### src/rtl/txd_fetch_pkg.sv
package txd_fetch_pkg;
  // one cache line carries this many descriptors (64-byte line, 16-byte descriptor)
  localparam int unsigned DESC_PER_LINE = 4;
endpackage

### src/rtl/txd_ring_window.sv
// Hardware-owned window of the ring: slots from the fetch pointer up to the tail.
module txd_ring_window #(
  parameter int RING_W = 8,
  localparam int W = RING_W + 1
) (
  input  logic [RING_W-1:0] head,
  input  logic [RING_W-1:0] tail,
  input  logic [W-1:0]      ring_len,
  output logic [W-1:0]      avail,
  output logic [W-1:0]      to_wrap
);
  logic [W-1:0] h_x, t_x;
  assign h_x = {1'b0, head};
  assign t_x = {1'b0, tail};

  always_comb begin
    if (t_x >= h_x) avail = t_x - h_x;
    else            avail = t_x + ring_len - h_x;
    to_wrap = ring_len - h_x;
  end
endmodule

### src/rtl/txd_fetch_sizer.sv
// Picks the descriptor count of the next fetch.
module txd_fetch_sizer #(
  parameter int RING_W    = 8,
  parameter int BUF_DEPTH = 16,
  parameter int LINE_DESC = txd_fetch_pkg::DESC_PER_LINE,
  localparam int W     = RING_W + 1,
  localparam int OCC_W = $clog2(BUF_DEPTH + 1),
  localparam int LG    = $clog2(LINE_DESC)
) (
  input  logic [RING_W-1:0] start,
  input  logic [W-1:0]      avail,
  input  logic [W-1:0]      to_wrap,
  input  logic [OCC_W-1:0]  occ,
  output logic [OCC_W-1:0]  cnt
);
  logic [W-1:0] free_sp, lim_a, limit;

  always_comb begin
    if (W'(occ) >= W'(BUF_DEPTH)) free_sp = '0;
    else                          free_sp = W'(BUF_DEPTH) - W'(occ);
    lim_a = (avail < to_wrap) ? avail : to_wrap;
    limit = (lim_a < free_sp) ? lim_a : free_sp;
  end

  generate
    if (LG == 0) begin : g_no_round
      assign cnt = OCC_W'(limit);
    end else begin : g_line_round
      logic [W:0] end_x, end_dn, start_x;
      always_comb begin
        start_x = {2'b00, start};
        end_x   = start_x + {1'b0, limit};
        end_dn  = {end_x[W:LG], {LG{1'b0}}};
        if (end_dn > start_x) cnt = OCC_W'(end_dn - start_x);
        else                  cnt = OCC_W'(limit);
      end
    end
  endgenerate
endmodule

### src/rtl/txd_fetch_ctrl.sv
// Tail capture, fetch pointer, issue decision and request handshake.
module txd_fetch_ctrl #(
  parameter int RING_W    = 8,
  parameter int BUF_DEPTH = 16,
  parameter int LINE_DESC = txd_fetch_pkg::DESC_PER_LINE,
  localparam int W     = RING_W + 1,
  localparam int OCC_W = $clog2(BUF_DEPTH + 1),
  localparam int LG    = $clog2(LINE_DESC)
) (
  input  logic              clk,
  input  logic              rst,
  input  logic              tail_wr,
  input  logic [RING_W-1:0] tail_val,
  input  logic [W-1:0]      ring_len,
  input  logic [OCC_W-1:0]  pf_thresh,
  input  logic [W-1:0]      host_thresh,
  input  logic [OCC_W-1:0]  buf_occ,
  input  logic              fetch_done,
  input  logic [W-1:0]      avail,
  input  logic [OCC_W-1:0]  cnt_next,
  output logic [RING_W-1:0] tail_q,
  output logic [RING_W-1:0] fptr_q,
  output logic              req_q,
  output logic [RING_W-1:0] start_q,
  output logic [OCC_W-1:0]  cnt_q
);
  logic [W-1:0] host_min, adv;
  logic         want, issue;

  always_comb begin
    host_min = (host_thresh == '0) ? W'(1) : host_thresh;
    want  = (buf_occ == '0) || ((buf_occ < pf_thresh) && (avail >= host_min));
    issue = !req_q && (cnt_next != '0) && want;
    adv   = {1'b0, fptr_q} + W'(cnt_q);
    if (adv >= ring_len) adv = adv - ring_len;
  end

  always_ff @(posedge clk) begin
    if (rst) begin
      tail_q  <= '0;
      fptr_q  <= '0;
      req_q   <= 1'b0;
      start_q <= '0;
      cnt_q   <= '0;
    end else begin
      if (tail_wr) tail_q <= tail_val;
      if (req_q && fetch_done) begin
        req_q  <= 1'b0;
        fptr_q <= adv[RING_W-1:0];
      end else if (issue) begin
        req_q   <= 1'b1;
        start_q <= fptr_q;
        cnt_q   <= cnt_next;
      end
    end
  end

  // empty buffer with descriptors waiting leads to a request next cycle
  p_empty_fetch_r2: assert property (@(posedge clk) disable iff (rst)
    (!req_q && buf_occ == '0 && avail != '0) |=> req_q);
  // request and its fields held until done
  p_req_hold_r7: assert property (@(posedge clk) disable iff (rst)
    (req_q && !fetch_done) |=> (req_q && $stable(start_q) && $stable(cnt_q)));
  // never at or beyond the tail
  p_tail_bound_r6: assert property (@(posedge clk) disable iff (rst)
    req_q |-> (cnt_q != '0 && W'(cnt_q) <= avail));
  // no fetch runs past the ring end
  p_no_wrap_r10: assert property (@(posedge clk) disable iff (rst)
    req_q |-> ({1'b0, start_q} + W'(cnt_q) <= ring_len));
  // an unaligned end only when no line boundary lies inside the fetch
  p_line_end_r5: assert property (@(posedge clk) disable iff (rst)
    (req_q && ((W'(start_q) + W'(cnt_q)) % W'(LINE_DESC) != '0)) |->
    ((W'(start_q) + W'(cnt_q)) / W'(LINE_DESC) == W'(start_q) / W'(LINE_DESC)));
  // pointer advance on done
  p_ptr_adv_r8: assert property (@(posedge clk) disable iff (rst)
    (req_q && fetch_done) |=> (!req_q &&
      W'(fptr_q) == (W'($past(start_q)) + W'($past(cnt_q))) % ring_len));
  // stray done is ignored
  p_stray_done_r9: assert property (@(posedge clk) disable iff (rst)
    (!req_q && fetch_done) |=> $stable(fptr_q));
endmodule

### src/rtl/txd_fetch_sched.sv
module txd_fetch_sched #(
  parameter int RING_W    = 8,
  parameter int BUF_DEPTH = 16,
  parameter int LINE_DESC = txd_fetch_pkg::DESC_PER_LINE,
  localparam int W     = RING_W + 1,
  localparam int OCC_W = $clog2(BUF_DEPTH + 1)
) (
  input  logic              clk,
  input  logic              rst,
  input  logic              tail_wr,
  input  logic [RING_W-1:0] tail_val,
  input  logic [W-1:0]      ring_len,
  input  logic [OCC_W-1:0]  pf_thresh,
  input  logic [W-1:0]      host_thresh,
  input  logic [OCC_W-1:0]  buf_occ,
  input  logic              fetch_done,
  output logic              fetch_req,
  output logic [RING_W-1:0] fetch_start,
  output logic [OCC_W-1:0]  fetch_cnt,
  output logic [RING_W-1:0] fetch_ptr
);
  logic [RING_W-1:0] tail_q, fptr_q;
  logic [W-1:0]      avail, to_wrap;
  logic [OCC_W-1:0]  cnt_next;

  txd_ring_window #(.RING_W(RING_W)) u_win (
    .head(fptr_q), .tail(tail_q), .ring_len(ring_len),
    .avail(avail), .to_wrap(to_wrap));

  txd_fetch_sizer #(.RING_W(RING_W), .BUF_DEPTH(BUF_DEPTH), .LINE_DESC(LINE_DESC)) u_size (
    .start(fptr_q), .avail(avail), .to_wrap(to_wrap), .occ(buf_occ), .cnt(cnt_next));

  txd_fetch_ctrl #(.RING_W(RING_W), .BUF_DEPTH(BUF_DEPTH), .LINE_DESC(LINE_DESC)) u_ctrl (
    .clk(clk), .rst(rst), .tail_wr(tail_wr), .tail_val(tail_val),
    .ring_len(ring_len), .pf_thresh(pf_thresh), .host_thresh(host_thresh),
    .buf_occ(buf_occ), .fetch_done(fetch_done), .avail(avail), .cnt_next(cnt_next),
    .tail_q(tail_q), .fptr_q(fptr_q), .req_q(fetch_req),
    .start_q(fetch_start), .cnt_q(fetch_cnt));

  assign fetch_ptr = fptr_q;

  // count never exceeds the buffer depth
  p_buf_room_r4: assert property (@(posedge clk) disable iff (rst)
    fetch_req |-> (fetch_cnt <= OCC_W'(BUF_DEPTH)));
endmodule

### config.mk
export PLATFORM = sky130hd
export DESIGN_NAME = txd_fetch_sched
export DESIGN_NICKNAME = d
export VERILOG_FILES = /design/src/rtl/txd_fetch_pkg.sv /design/src/rtl/txd_ring_window.sv /design/src/rtl/txd_fetch_sizer.sv /design/src/rtl/txd_fetch_ctrl.sv /design/src/rtl/txd_fetch_sched.sv
export SDC_FILE = /design/constraint.sdc
export NUM_CORES = 1
export LEC_CHECK = 0
export ABC_AREA = 1
export BUFFER_PORTS_ARGS = -buffer_cell sky130_fd_sc_hd__buf_2
export CORE_MARGIN = 1.5
export CORE_UTILIZATION = 60
export CTS_BUF_LIST = sky130_fd_sc_hd__clkbuf_8
export DETAILED_ROUTE_END_ITERATION = 10
export PLACE_DENSITY_LB_ADDON = 0.3
export SLEW_MARGIN = 20
export SYNTH_ARGS = -nofsm -noshare
export SYNTH_HDL_FRONTEND = slang
export SYNTH_SLANG_ARGS = --single-unit
### constraint.sdc
create_clock -name clk -period 10 [get_ports clk]
set_input_delay 1.5 -clock clk [delete_from_list [all_inputs] [get_ports clk]]
set_output_delay 1.5 -clock clk [all_outputs]
set_load 0.05 [all_outputs]
---- Word level (Yosys, flattened, before mapping) ----
Cells that the tools add are included.
cells by class
  multiplexer cells ....................... 7
  $lt $le $gt $ge ......................... 8
  reductions and logical operators ........ 11
  equality and inequality tests ........... 0
  $add $sub $neg .......................... 9
  shift-type cells ........................ 0
  div/mod/pow operators ................... 0
  $mul .................................... 0
  bitwise logic cells ..................... 1
operators with widths
  kind                                                                number
  9-bit 2-to-1 mux                                                    5
  9-bit greater-or-equal comparator                                   2
  9-bit < comparator                                                  2
  9-bit by 8-bit subtractor with 9-bit output                         2
  8-bit by 9-bit adder with 10-bit output                             1
  10-bit by 8-bit greater-than comparator with 1-bit output           1
  8-bit by 5-bit adder with 9-bit output                              1
  8-bit by 9-bit adder with 9-bit output                              1
  9-bit logical NOT                                                   1
  8-bit by 8-bit subtractor with 9-bit output                         1
  8-bit greater-or-equal comparator                                   1
  8-bit 2-to-1 mux                                                    1
  8-bit subtractor                                                    1
  5-bit by 5-bit subtractor with 6-bit output (first input constant)  1
  5-bit greater-or-equal comparator (second input constant)           1
  5-bit logical NOT                                                   1
  5-bit < comparator                                                  1
  5-bit 2-to-1 mux                                                    1
  5-bit nonzero test                                                  1
  5-bit subtractor                                                    1
  1-bit logical AND                                                   4
  2-bit AND reduction                                                 1
  2-bit OR reduction                                                  1
  1-bit logical NOT                                                   1
  2 further kinds                                                     2
word-level totals
  output and inout port bits .............. 22
  latch bits .............................. 0
  word-level logic and storage cells ...... 41
  bits in writable memories ............... 0
  bits in read-only memories .............. 0
  bits of input ports ..................... 40
  bits in registers ....................... 30
  memories ................................ 0

---- Logic depth before layout (Yosys ltp) ----
Gate-level depths: netlist of run 1.
  depth after elaboration ................. 14
  mapped depth ............................ 56

---- Cells and area by module ----
Synthesis of run 1 repeated with hierarchy kept, for this count alone.
second synthesis, totals
  cell total of the unflattened synthesis .. 847
  area, all modules ....................... 5,321.4 um^2
modules (own cells, without submodules)
  module           cells each  seq. area each (um^2)  area each (um^2)  times used
  txd_fetch_ctrl   337         600.6                  2,265.9           1
  txd_ring_window  282         0.0                    1,626.6           1
  txd_fetch_sizer  228         0.0                    1,428.9           1

---- Worst setup path after synthesis of run 1 ----
Ideal clock, no wire load.
  kind .................................... input to register
  from .................................... in ring_len[2]
  to ...................................... reg u_ctrl.cnt_q[1]
  setup time .............................. 71 ps
  stages .................................. 56
  slack ................................... 1,433 ps
  arrival ................................. 8,497 ps
  required time ........................... 9,929 ps
  path through ............................ inv_1 fa_1 inv_1 ha_1 a21oi_1 nand2_1 a21oi_1 o21bai_1 nand2_1 nand2_1 a21oi_1 xor2_1 nand2_1 nand2_1 inv_1 ha_1 nand2_1 inv_1 (+20 left out) a211oi_1 nand2_1 xor2_1 ha_1 nand2_1 nor2_1 a211oi_1 o211ai_2 nand2_4 nand2_1 nand2_1 nand2_1 nor2_2 nand2_2 nand2_4 buf_12 nand2_4 a21oi_2
between the ends
  word-level cells in the longest chain between the ends .. 14
RTL lines
  item                                                                                           RTL line               RTL
  start: declaration                                                                             txd_fetch_sched.sv:12  input logic [W-1:0] ring_len,
  8-bit by 9-bit adder with 9-bit output                                                         txd_ring_window.sv:18  else avail = t_x + ring_len - h_x;
  9-bit by 8-bit subtractor with 9-bit output                                                    txd_ring_window.sv:18
  9-bit 2-to-1 mux                                                                               txd_ring_window.sv:17  if (t_x >= h_x) avail = t_x - h_x;
  9-bit < comparator                                                                             txd_fetch_sizer.sv:21  lim_a = (avail < to_wrap) ? avail : to_wrap;
  9-bit 2-to-1 mux                                                                               txd_fetch_sizer.sv:21
  9-bit < comparator                                                                             txd_fetch_sizer.sv:22  limit = (lim_a < free_sp) ? lim_a : free_sp;
  9-bit 2-to-1 mux                                                                               txd_fetch_sizer.sv:22
  8-bit by 9-bit adder with 10-bit output                                                        txd_fetch_sizer.sv:32  end_x = start_x + {1'b0, limit};
  10-bit by 8-bit greater-than comparator with 1-bit output or 5-bit subtractor (tied branches)  txd_fetch_sizer.sv:34  if (end_dn > start_x) cnt = OCC_W'(end_dn - start_x);
  5-bit 2-to-1 mux                                                                               txd_fetch_sizer.sv:34
  5-bit nonzero test                                                                             txd_fetch_ctrl.sv:33   issue = !req_q && (cnt_next != '0) && want;
  1-bit logical AND (2 in series)                                                                txd_fetch_ctrl.sv:33
  2-bit AND reduction (no source line)                                                           -
  end signal: assignment                                                                         txd_fetch_ctrl.sv:53   cnt_q <= cnt_next;
  end: declaration                                                                               txd_fetch_ctrl.sv:25   output logic [OCC_W-1:0] cnt_q
Parallel ways exist; a longest one is shown, timed or not.
A chain may end at the register's enable or synchronous reset.

---- Worst setup path in the final report of run 1 ----
  from .................................... in ring_len[2]
  to ...................................... reg u_ctrl.start_q[2]
between the ends
  word-level cells in the longest chain between the ends .. 14
RTL lines
  item                                                                                           RTL line               RTL
  8-bit by 9-bit adder with 9-bit output                                                         txd_ring_window.sv:18
  9-bit by 8-bit subtractor with 9-bit output                                                    txd_ring_window.sv:18
  9-bit 2-to-1 mux                                                                               txd_ring_window.sv:17
  9-bit < comparator                                                                             txd_fetch_sizer.sv:21
  9-bit 2-to-1 mux                                                                               txd_fetch_sizer.sv:21
  9-bit < comparator                                                                             txd_fetch_sizer.sv:22
  9-bit 2-to-1 mux                                                                               txd_fetch_sizer.sv:22
  8-bit by 9-bit adder with 10-bit output                                                        txd_fetch_sizer.sv:32
  10-bit by 8-bit greater-than comparator with 1-bit output or 5-bit subtractor (tied branches)  txd_fetch_sizer.sv:34
  5-bit 2-to-1 mux                                                                               txd_fetch_sizer.sv:34
  5-bit nonzero test                                                                             txd_fetch_ctrl.sv:33
  1-bit logical AND                                                                              txd_fetch_ctrl.sv:33
  1-bit logical AND (*)                                                                          txd_fetch_ctrl.sv:33
  2-bit AND reduction (no source line) (*)                                                       -
  end signal: assignment                                                                         txd_fetch_ctrl.sv:52   start_q <= fptr_q;
  end: declaration                                                                               txd_fetch_ctrl.sv:24   output logic [RING_W-1:0] start_q,
Mark *: on every way between the ends. The rest lies on a longest branch, timed or not.

==> summary.md, run 1 <==
| Metric | Value |
|---|---|
| DRC violations left | `0` |
| Met1 Use GR | `38.0%` |
| Routed Antenna Nets | `0` |
| Slowest-stage cell, CP | `fa_1` |
| Outcome | `complete, no violations` |
| Area of the core | `7690 µm²` |
| Critical Path Sink Type | `flop` |
| Design Area, Final | `5260 µm²` |
| P_leak | `2.82 nW` |
| Layout cells sized above 1 | `16.6%` |
| Final setup vio count | `0` |
| FF+latch count, synth | `30` |
| Maximum VDD drop | `203 µV` |
| Least-Margin Pin Slew | `1.08 ns` |
| Starting Density | `61.5%` |
| Placed cells | `836` |
| Clk root buf | `clkbuf_8` |
| Commonest non-fill, non-tap cell in the layout | `inv_1` |
| Worst Path Max Fanout | `14` |
| Cell Area, Synth | `4730 µm²` |
| Max-slew headroom | `27.5%` |
| Ports | `62` |
| RSZ-0062 raised after global routing | `false` |
| Worst Skew | `0.00561 ns` |
| # rows | `32` |
| Syn_area_per_cell | `6.97 µm²` |
| Hold buffers post-CTS | `0` |
| Largest net degree at the start of global routing | `23` |
| Starting DRC count in detailed routing | `228` |
| Die Span Y | `91.8 µm` |
| Max frequency | `107 MHz` |
| Final min period | `9.38 ns` |
| DR pass1 iterations | `5` |
| Placement Cell Area | `5130 µm²` |
| Total global-route track usage | `29.9%` |
| Final net count | `879` |
| M2 GR Usage | `51.9%` |
| Vias/cell | `5.69` |
| Cell variety after synth | `39` |
| DIE WIDTH | `91.8 µm` |
| Fin cells | `845` |
| Arr. time, crit path | `9.59 ns` |
| CTS buffer count | `5` |
| Congestion Overflow GR | `0` |
| Worst setup margin | `0.620 ns` |
| Postcts setup bufs | `0` |
| Pre-CTS WS | `0.298 ns` |
| I/O Buffers | `61` |
| Layer with the highest usage | `met2` |
| Post-Synthesis Cells | `679` |
| Peak per-stage delay on the critical path | `0.53 ns` |
| Placed wire-length estimate | `10.3 mm` |
| CP most frequent cell | `nand2_1` |
| Final Max Slew Viols | `0` |
| Period utilisation layout | `93.8%` |
| Post-CTS sizing | `0` |
| Via count | `4807` |
| CTS tree | `yes` |
| M3 GR Usage | `2.74%` |
| Setup CP Type | `input pin to flop` |
| DR WL/cell | `14.9 µm` |
| Vias in the first global route | `4510` |
| Diodes inserted | `0` |
| P per Cell Area | `304 nW/µm²` |
| Max-cap violations | `0` |
| Setup TNS Final | `0 ns` |
| CP Launch Type | `input pin` |
| Synth-to-layout area growth | `11.1%` |
| Gp weighted congestion | `1.04` |
| Reg clk slew, reported paths | `0.07 ns` |
| Min-delay worst type | `flop to flop` |
| Clk sinks | `30` |
| Die Footprint | `8420 µm²` |
| Register area share after synthesis | `12.7%` |
| Most frequent cells in the layout | `inv_1, nand2_1, ha_1` |
| H-tree depth | `2` |
| Antenna violations before repair | `0` |
| Clk Latency, worst-skew pair | `0.29 ns` |
| Global-route wire length before repair | `20.4 mm` |
| Worst EP required | `10.21 ns` |
| Syn. warnings | `0` |
| Syn nets | `816` |
| CTS max path bufs | `2` |
| DRT Wirelength | `12.6 mm` |
| Final hold vios | `0` |
## where the power goes
group / internal [mW] / leakage [nW] / switching, mW
Sequential: 0.128 / 0.244 / 0.0103
Combinational: 0.464 / 2.53 / 0.891
Clock: 0.0553 / 0.0472 / 0.0519
## cell usage after synthesis, drive strengths merged
library cell  count  area share, %
or3               1           0.13
clkbuf            7           0.56
nand3            38            4.4
nor3b             1           0.16
nand4             8            1.1
nor4              1           0.13
a31o              1           0.19
nor3              3           0.32
xnor2             9            1.7
ha               85             22
o221a             1           0.24
o211ai            5           0.90
a211oi            5           0.79
inv             116            9.2
nor2             38            3.1
nand3b            2           0.40
fa               12            5.1
a31oi             3           0.40
o21ai            53            5.6
buf               2           0.58
o21bai            5           0.79
o31ai             3           0.48
a21oi            83            9.5
or2               3           0.40
xor2             27            5.0
or3b              1           0.19
dfxtp            30             13
a2111oi           1           0.19
nand2           135             13
## worst paths after layout
check | start | endpoint | slack [ns] | depth (start not counted)
worst min register to register | u_ctrl.start_q[3] | u_ctrl.start_q[3] | 0.47 | 2
worst min-delay path | u_ctrl.start_q[3] | u_ctrl.start_q[3] | 0.47 | 2
worst max register to register | u_ctrl.fptr_q[0] | u_ctrl.start_q[2] | 1.46 | 48
worst max-delay path | ring_len[2] | u_ctrl.start_q[2] | 0.62 | 52
## per-stage QoR
stage	util (%)	hold WS [ns]	total power [mW]
CTS	68.0	0.464	1.52
global placement	66.7	0.447	1.34
finish	68.4	0.468	1.60
floorplan	-	0.433	1.19
detailed placement	66.7	0.452	1.40
global route	68.4	0.498	1.75
## registers in the layout, summed over array words and instances (netlist names)
| register | count |
|---|---|
| u_ctrl.fptr_q | 8 |
| u_ctrl.start_q | 8 |
| u_ctrl.tail_q | 8 |
| u_ctrl.cnt_q | 5 |
| u_ctrl.req_q | 1 |
## critical path, delay by kind of cell
kind | cells | cell delay (ns)
fa+ha+maj | 6 | 2.09
xor+xnor | 2 | 0.34
compound gates | 13 | 2.53
buf+inv | 7 | 0.74
simple gates | 24 | 2.35
## metal layers
layer / share of wire, % / wire length, µm
met2: 47 / 5950
met5: 0 / 0
met3: 5.8 / 726
met1: 44 / 5570
met4: 3.0 / 378
## layout make-up
| cell class | instances | area, µm² |
|---|---|---|
| Tap cell | 102 | 128 |
| Clock buffer | 6 | 82.6 |
| Timing Repair Buffer | 64 | 328 |
| Sequential cell | 30 | 601 |
| Timing Repair inverter | 1 | 5.00 |
| Multi-Input combinational cell | 524 | 3660 |
| Clock inverter | 2 | 12.5 |
| Inverter | 116 | 439 |
| Fill cell | 692 | 2430 |
## kinds of logic after synthesis
family | synth area share (%)
buffers and inverters | 10.3
xor gates and xnor gates | 6.67
and+or+nand+nor | 23.7
adders and majority gates | 27.6
DFF | 12.7
AOI/OAI and AO/OA | 19.1
Power figures use the tool's default switching activity.
==> run 2, diff against run 1 <==
--- a/config.mk
+++ b/config.mk
@@ -7,7 +7,7 @@
 export LEC_CHECK = 0
 export ABC_AREA = 1
 export BUFFER_PORTS_ARGS = -buffer_cell sky130_fd_sc_hd__buf_2
-export CORE_MARGIN = 1.5
+export CORE_MARGIN = 10
 export CORE_UTILIZATION = 60
 export CTS_BUF_LIST = sky130_fd_sc_hd__clkbuf_8
 export DETAILED_ROUTE_END_ITERATION = 10
==> run 2 against run 1 <==
- core utilization is 0.78 points higher
- combinational power hardly changed
- flip-flop and latch count stayed put
- design area is 1.1% higher
- sequential share of layout area is 0.13 points lower
- die area is 40% higher
- sequential power hardly changed
- maximum frequency is 0.24% higher
- setup slack better by 0.022 ns
- hold slack worse by 0.0076 ns
- total power is 3.1% higher
- via count is 2.2% lower
- critical endpoint is now u_ctrl.start_q[0]
- largest power group unchanged
==> summary.md, run 2 (synthesized netlist as in run 1, its figures left out) <==
| Metric | Value |
|---|---|
| Routed Antenna Nets | `0 (unchanged)` |
| Final Max Slew Viols | `0 (unchanged)` |
| Congestion Overflow GR | `0 (unchanged)` |
| CP most frequent cell | `nand2_1` |
| Layout cells sized above 1 | `16.8% (+0.25 points)` |
| Synth-to-layout area growth | `12.4%` |
| Die Span Y | `109 µm (+19%)` |
| I/O Buffers | `61 (unchanged)` |
| CP Launch Type | `input pin` |
| WP buf/inv | `7 (unchanged)` |
| Least-Margin Pin Slew | `1.03 ns (-0.0523 ns)` |
| Global-route wire length before repair | `21.1 mm (+3.3%)` |
| Gp weighted congestion | `0.950 (-8.2%)` |
| Die Footprint | `11800 µm² (+40%)` |
| Worst setup margin | `0.642 ns (+0.0223 ns)` |
| Max-cap violations | `0 (unchanged)` |
| Pre-CTS WS | `0.188 ns (-0.110 ns)` |
| Vias in the first global route | `4432 (-1.7%)` |
| Clk Latency, worst-skew pair | `0.28 ns (about the same)` |
| Maximum VDD drop | `292 µV (+44%)` |
| Commonest non-fill, non-tap cell in the layout | `inv_1` |
| Hold buffers post-CTS | `0 (unchanged)` |
| Max-slew headroom | `31.0% (+3.5 points)` |
| Largest registers | `u_ctrl.fptr_q x8, u_ctrl.start_q x8, u_ctrl.tail_q x8` |
| Placed wire-length estimate | `10.9 mm (+5.8%)` |
| Worst Path Max Fanout | `14 (unchanged)` |
| Setup CP Type | `input pin to flop` |
| Min-delay worst type | `flop to flop` |
| DRT Wirelength | `13.1 mm (+3.4%)` |
| Design Power | `1.65 mW (+3.1%)` |
| Max frequency | `107 MHz (+0.24%)` |
| Outcome | `complete, no violations` |
| CTS buffer count | `5 (unchanged)` |
| Most frequent cells in the layout | `inv_1, nand2_1, ha_1` |
| Slowest-stage cell, CP | `fa_1` |
| Final setup vio count | `0 (unchanged)` |
| Final min period | `9.36 ns (-0.0223 ns)` |
| Worst Skew | `0.00616 ns (+0.000548 ns)` |
| Diodes inserted | `0 (unchanged)` |
| Peak per-stage delay on the critical path | `0.54 ns (about the same)` |
| H-tree depth | `2 (unchanged)` |
| CTS tree | `yes` |
| DIE WIDTH | `109 µm (+19%)` |
| Vias/cell | `5.56 (-2.3%)` |
| Critical Path Sink Type | `flop` |
| # rows | `32 (unchanged)` |
| Period utilisation layout | `93.6% (-0.22 points)` |
| Ports | `62 (unchanged)` |
| Setup TNS Final | `0 ns (unchanged)` |
| Worst Hold Slack | `0.460 ns (-0.00765 ns)` |
| Worst EP required | `10.21 ns (about the same)` |
| Clk root buf | `clkbuf_8` |
| Arr. time, crit path | `9.57 ns (-0.02 ns)` |
| DRC violations left | `0 (unchanged)` |
| Fill cell count | `667 (-3.6%)` |
| Total global-route track usage | `21.8% (-8.1 points)` |
| Antenna violations before repair | `0 (unchanged)` |
| Reg clk slew, reported paths | `0.07 ns (about the same)` |
| Design Area, Final | `5320 µm² (+1.1%)` |
| Via count | `4701 (-2.2%)` |
| P_leak | `2.85 nW (+1.0%)` |
| P per Cell Area | `310 nW/µm² (+1.9%)` |
| Starting DRC count in detailed routing | `216 (-5.3%)` |
| CP delay by family, top | `compound AO/OA/AOI/OAI gates` |
| DR WL/cell | `15.4 µm (+3.3%)` |
| Final hold vios | `0 (unchanged)` |
| Final net count | `880 (+0.11%)` |
| Placement Cell Area | `5140 µm² (+0.15%)` |
| Starting Density | `61.5% (unchanged)` |
| Largest net degree at the start of global routing | `23 (unchanged)` |
| DR pass1 iterations | `5 (unchanged)` |
| CTS max path bufs | `2 (unchanged)` |
| Area of the core | `7690 µm² (unchanged)` |
| Clk sinks | `30 (unchanged)` |
## run 2: cell type report
| cell class | instances | area, µm² | area share [%] |
|---|---|---|---|
| clock buffer | 6 | 82.6 | 1.55 |
| tap | 102 | 128 | 2.40 |
| multi-input combinational | 524 | 3670 | 69.0 |
| sequential | 30 | 601 | 11.3 |
| inverter | 116 | 439 | 8.26 |
| timing repair inverter | 1 | 5.00 | 0.0941 |
| timing repair buffer | 65 | 335 | 6.31 |
| clock inverter | 2 | 60.1 | 1.13 |
## run 2: worst paths after layout
kind / to / depth (start not counted) / startpoint / slack (ns)
worst max-delay path: u_ctrl.start_q[0] / 52 / ring_len[2] / 0.64
worst min-delay path: u_ctrl.start_q[2] / 2 / u_ctrl.start_q[2] / 0.46
worst max register to register: u_ctrl.start_q[0] / 46 / u_ctrl.fptr_q[0] / 1.46
worst min register to register: u_ctrl.start_q[2] / 2 / u_ctrl.start_q[2] / 0.46
## run 2: stage by stage
stage               std cells  utilization, %
floorplan                 679               -
global placement          837            66.8
detailed placement        837            66.8
CTS                       845            68.7
global route              846            69.2
finish                    846            69.2
## run 2: timing repair
action,CTS,global route
resized for setup,0,12
buffers inserted,0,0
setup endpoints to repair,0,14
## run 2: worst reg2reg max path, delay by kind of cell, from the launching register on
family	cells	cell delay [ns]
AND/OR/NAND/NOR	15	1.64
AO/OA/AOI/OAI	18	3.22
XOR/XNOR	2	0.36
buffers and inverters	4	0.46
adder cells (fa/ha/maj)	7	2.21
flip-flops	1	0.60
## run 2: per-layer routing
metal / up-vias / GRT usage, % / share of wire [%]
li1: 2395 / - / -
met1: 2110 / 28.5 / 44
met2: 163 / 36.0 / 47
met3: 33 / 2.65 / 6.5
met4: 0 / 7.72 / 2.9
met5: - / 0 / 0
## run 2: power breakdown
part | switching (mW) | total (mW) | internal, mW
Clock | 0.0478 | 0.154 | 0.106
Combinational | 0.883 | 1.36 | 0.474
Sequential | 0.0108 | 0.139 | 0.128
==> run 3, diff against run 2 <==
--- a/config.mk
+++ b/config.mk
@@ -8,10 +8,11 @@
 export ABC_AREA = 1
 export BUFFER_PORTS_ARGS = -buffer_cell sky130_fd_sc_hd__buf_2
 export CORE_MARGIN = 10
-export CORE_UTILIZATION = 60
+export CORE_UTILIZATION = 55
 export CTS_BUF_LIST = sky130_fd_sc_hd__clkbuf_8
 export DETAILED_ROUTE_END_ITERATION = 10
 export PLACE_DENSITY_LB_ADDON = 0.3
+export REMOVE_ABC_BUFFERS = 1
 export SLEW_MARGIN = 20
 export SYNTH_ARGS = -nofsm -noshare
 export SYNTH_HDL_FRONTEND = slang
==> run 3 against run 2 <==
- via count shrank 1.3%
- register-to-register slack better by 0.08 ns
- design area down 1.1%
- hold slack got worse by 0.0019 ns
- die area up 7.4%
- first-iteration DRC count rose by 51%
- clock skew decreased by 0.0015 ns
- sequential power hardly changed
- clock power is 29% lower
- largest cell class unchanged
==> summary.md, run 3 (synthesized netlist as in run 1, its figures left out) <==
| Metric | Value |
|---|---|
| Outcome | `complete, no violations` |
| CP most frequent cell | `nand2_1` |
| Final Max Slew Viols | `0 (unchanged)` |
| # rows | `33 (+3.1%)` |
| Switching Share | `59.3% (+2.3 points)` |
| CP Launch Type | `input pin` |
| Maximum VDD drop | `281 µV (-3.8%)` |
| Slowest-stage cell, CP | `fa_1` |
| Hold buffers post-CTS | `0 (unchanged)` |
| Die Span Y | `113 µm (+3.6%)` |
| DR WL/cell | `15.1 µm (-1.8%)` |
| DRC violations left | `0 (unchanged)` |
| Final setup vio count | `0 (unchanged)` |
| Max-cap violations | `0 (unchanged)` |
| Antenna violations before repair | `0 (unchanged)` |
| Diodes inserted | `0 (unchanged)` |
| DIE WIDTH | `113 µm (+3.6%)` |
| H-tree depth | `2 (unchanged)` |
| Register share of total power | `8.6% (+0.2 points)` |
| Crit. Startpoint | `ring_len[2]` |
| Clk sinks | `30 (unchanged)` |
| Gp weighted congestion | `0.964 (+1.5%)` |
| Reg-to-Reg Start | `u_ctrl.fptr_q[0]` |
| Reg clk slew, reported paths | `0.07 ns (about the same)` |
| I/O Buffers | `61 (unchanged)` |
| Global-route wire length before repair | `21.4 mm (+1.5%)` |
| Peak per-stage delay on the critical path | `0.54 ns (about the same)` |
| Worst Path Max Fanout | `14 (unchanged)` |
| Commonest non-fill, non-tap cell in the layout | `inv_1` |
| Via count | `4639 (-1.3%)` |
| Design Power | `1.60 mW (-3.3%)` |
| Die Footprint | `12700 µm² (+7.4%)` |
| Starting Density | `57.0% (-4.5 points)` |
| Routed Antenna Nets | `0 (unchanged)` |
| Vias in the first global route | `4701 (+6.1%)` |
| Min-delay worst type | `flop to flop` |
| Setup CP Type | `input pin to flop` |
| Worst Skew | `0.00468 ns (-0.00148 ns)` |
| Switching power | `0.947 mW (+0.58%)` |
| CTS tree | `yes` |
| Hold Startpoint | `u_ctrl.start_q[3]` |
| Least-Margin Pin Slew | `1.09 ns (+0.0579 ns)` |
| Final min period | `9.25 ns (-0.104 ns)` |
| Congestion Overflow GR | `0 (unchanged)` |
| Clk Latency, worst-skew pair | `0.29 ns (about the same)` |
| Most frequent cells in the layout | `inv_1, nand2_1, ha_1` |
| Synth-to-layout area growth | `11.1%` |
| CTS max path bufs | `2 (unchanged)` |
| Fill cell count | `768 (+15%)` |
| Max-slew headroom | `27.1% (-3.9 points)` |
| Setup TNS Final | `0 ns (unchanged)` |
| Arr. time, crit path | `9.48 ns (-0.09 ns)` |
| DR pass1 iterations | `5 (unchanged)` |
| Max frequency | `108 MHz (+1.1%)` |
| RSZ-0062 raised after global routing | `false` |
| Starting DRC count in detailed routing | `326 (+51%)` |
| Area of the core | `8300 µm² (+8.0%)` |
| Vias/cell | `5.48 (-1.4%)` |
| Final hold vios | `0 (unchanged)` |
| Period utilisation layout | `92.5% (-1.0 points)` |
| Largest registers | `u_ctrl.fptr_q x8, u_ctrl.start_q x8, u_ctrl.tail_q x8` |
| Largest net degree at the start of global routing | `23 (unchanged)` |
| P_leak | `2.82 nW (-1.1%)` |
| Clk pwr share | `6.9% (-2.4 points)` |
| P per Cell Area | `304 nW/µm² (-2.1%)` |
| Pint | `0.649 mW (-8.3%)` |
| Final net count | `878 (-0.23%)` |
| CTS buffer count | `5 (unchanged)` |
| Worst EP required | `10.22 ns (about the same)` |
| DRT Wirelength | `12.8 mm (-1.7%)` |
| Ports | `62 (unchanged)` |
| Worst Hold Slack | `0.458 ns (-0.00187 ns)` |
| Combinational share of power | `84.5% (+2.2 points)` |
| Layout cells sized above 1 | `16.4% (-0.36 points)` |
| Critical Path Sink Type | `flop` |
| Placed wire-length estimate | `10.8 mm (-1.2%)` |
| Total global-route track usage | `19.9% (-1.9 points)` |
| Clk root buf | `clkbuf_8` |
==> run 3: cell types whose count changed in the layout (fill, tap and decap cells not counted), sizes merged <==
cell and change:
bufinv -2, clkinv +1, buf -1
==> run 3: path summary, 6_finish.rpt <==
kind,slack [ns],endpoint,cells after the start
max,0.75,u_ctrl.start_q[2],54
min reg2reg,0.46,u_ctrl.start_q[3],2
max reg2reg,1.54,u_ctrl.start_q[2],47
min,0.46,u_ctrl.start_q[3],2
==> run 3: final cells by class <==
type | count | area [µm²] | share of cell area (%)
multi-input cells | 524 | 3660 | 69.7
flip-flops and latches | 30 | 601 | 11.4
inverters | 116 | 439 | 8.36
repair buffers | 64 | 328 | 6.24
well taps | 105 | 131 | 2.50
clock buffers | 6 | 82.6 | 1.57
clock inverters | 2 | 12.5 | 0.238
==> run 3: layer usage <==
| layer | GRT usage (%) | part of all wire [%] |
|---|---|---|
| met1 | 26.1 | 47 |
| met2 | 32.5 | 46 |
| met3 | 2.54 | 5.3 |
| met4 | 7.36 | 2.4 |
| met5 | 0 | 0 |
==> run 3: power groups by stage <==
| stage | combinational (mW) | clock (mW) | sequential [mW] |
|---|---|---|---|
| after floorplan | 0.982 | 0 | 0.155 |
| after global placement | 1.21 | 0 | 0.140 |
| after detailed placement | 1.26 | 0 | 0.140 |
| after CTS | 1.27 | 0.111 | 0.138 |
| after global routing | 1.51 | 0.114 | 0.139 |
| final | 1.35 | 0.110 | 0.138 |
==> run 3: critical path, delay by kind of cell <==
kind	cells	cell delay (ns)
AND/OR/NAND/NOR	24	2.50
buffers and inverters	7	0.71
XOR/XNOR	2	0.32
adder cells (fa/ha/maj)	6	2.16
AO/OA/AOI/OAI	15	2.27
==> run 3: repair_timing <==
| action | CTS | global route |
|---|---|---|
| setup buffers | 0 | 0 |
| endpoints found under the setup margin | 0 | 14 |
| resized for setup | 0 | 8 |
==> run 3: metrics by stage <==
step | util [%] | setup slack (ns) | instances | instance area, µm²
6_report | 63.3 | 0.746 | 847 | 5260
5_1_grt | 63.3 | 0.0143 | 847 | 5260
4_1_cts | 63.0 | 0.586 | 847 | 5230
3_5_place_dp | 61.9 | 0.304 | 839 | 5130
3_3_place_gp | 61.9 | 0.487 | 839 | 5130
2_1_floorplan | - | 1.45 | 670 | 4680
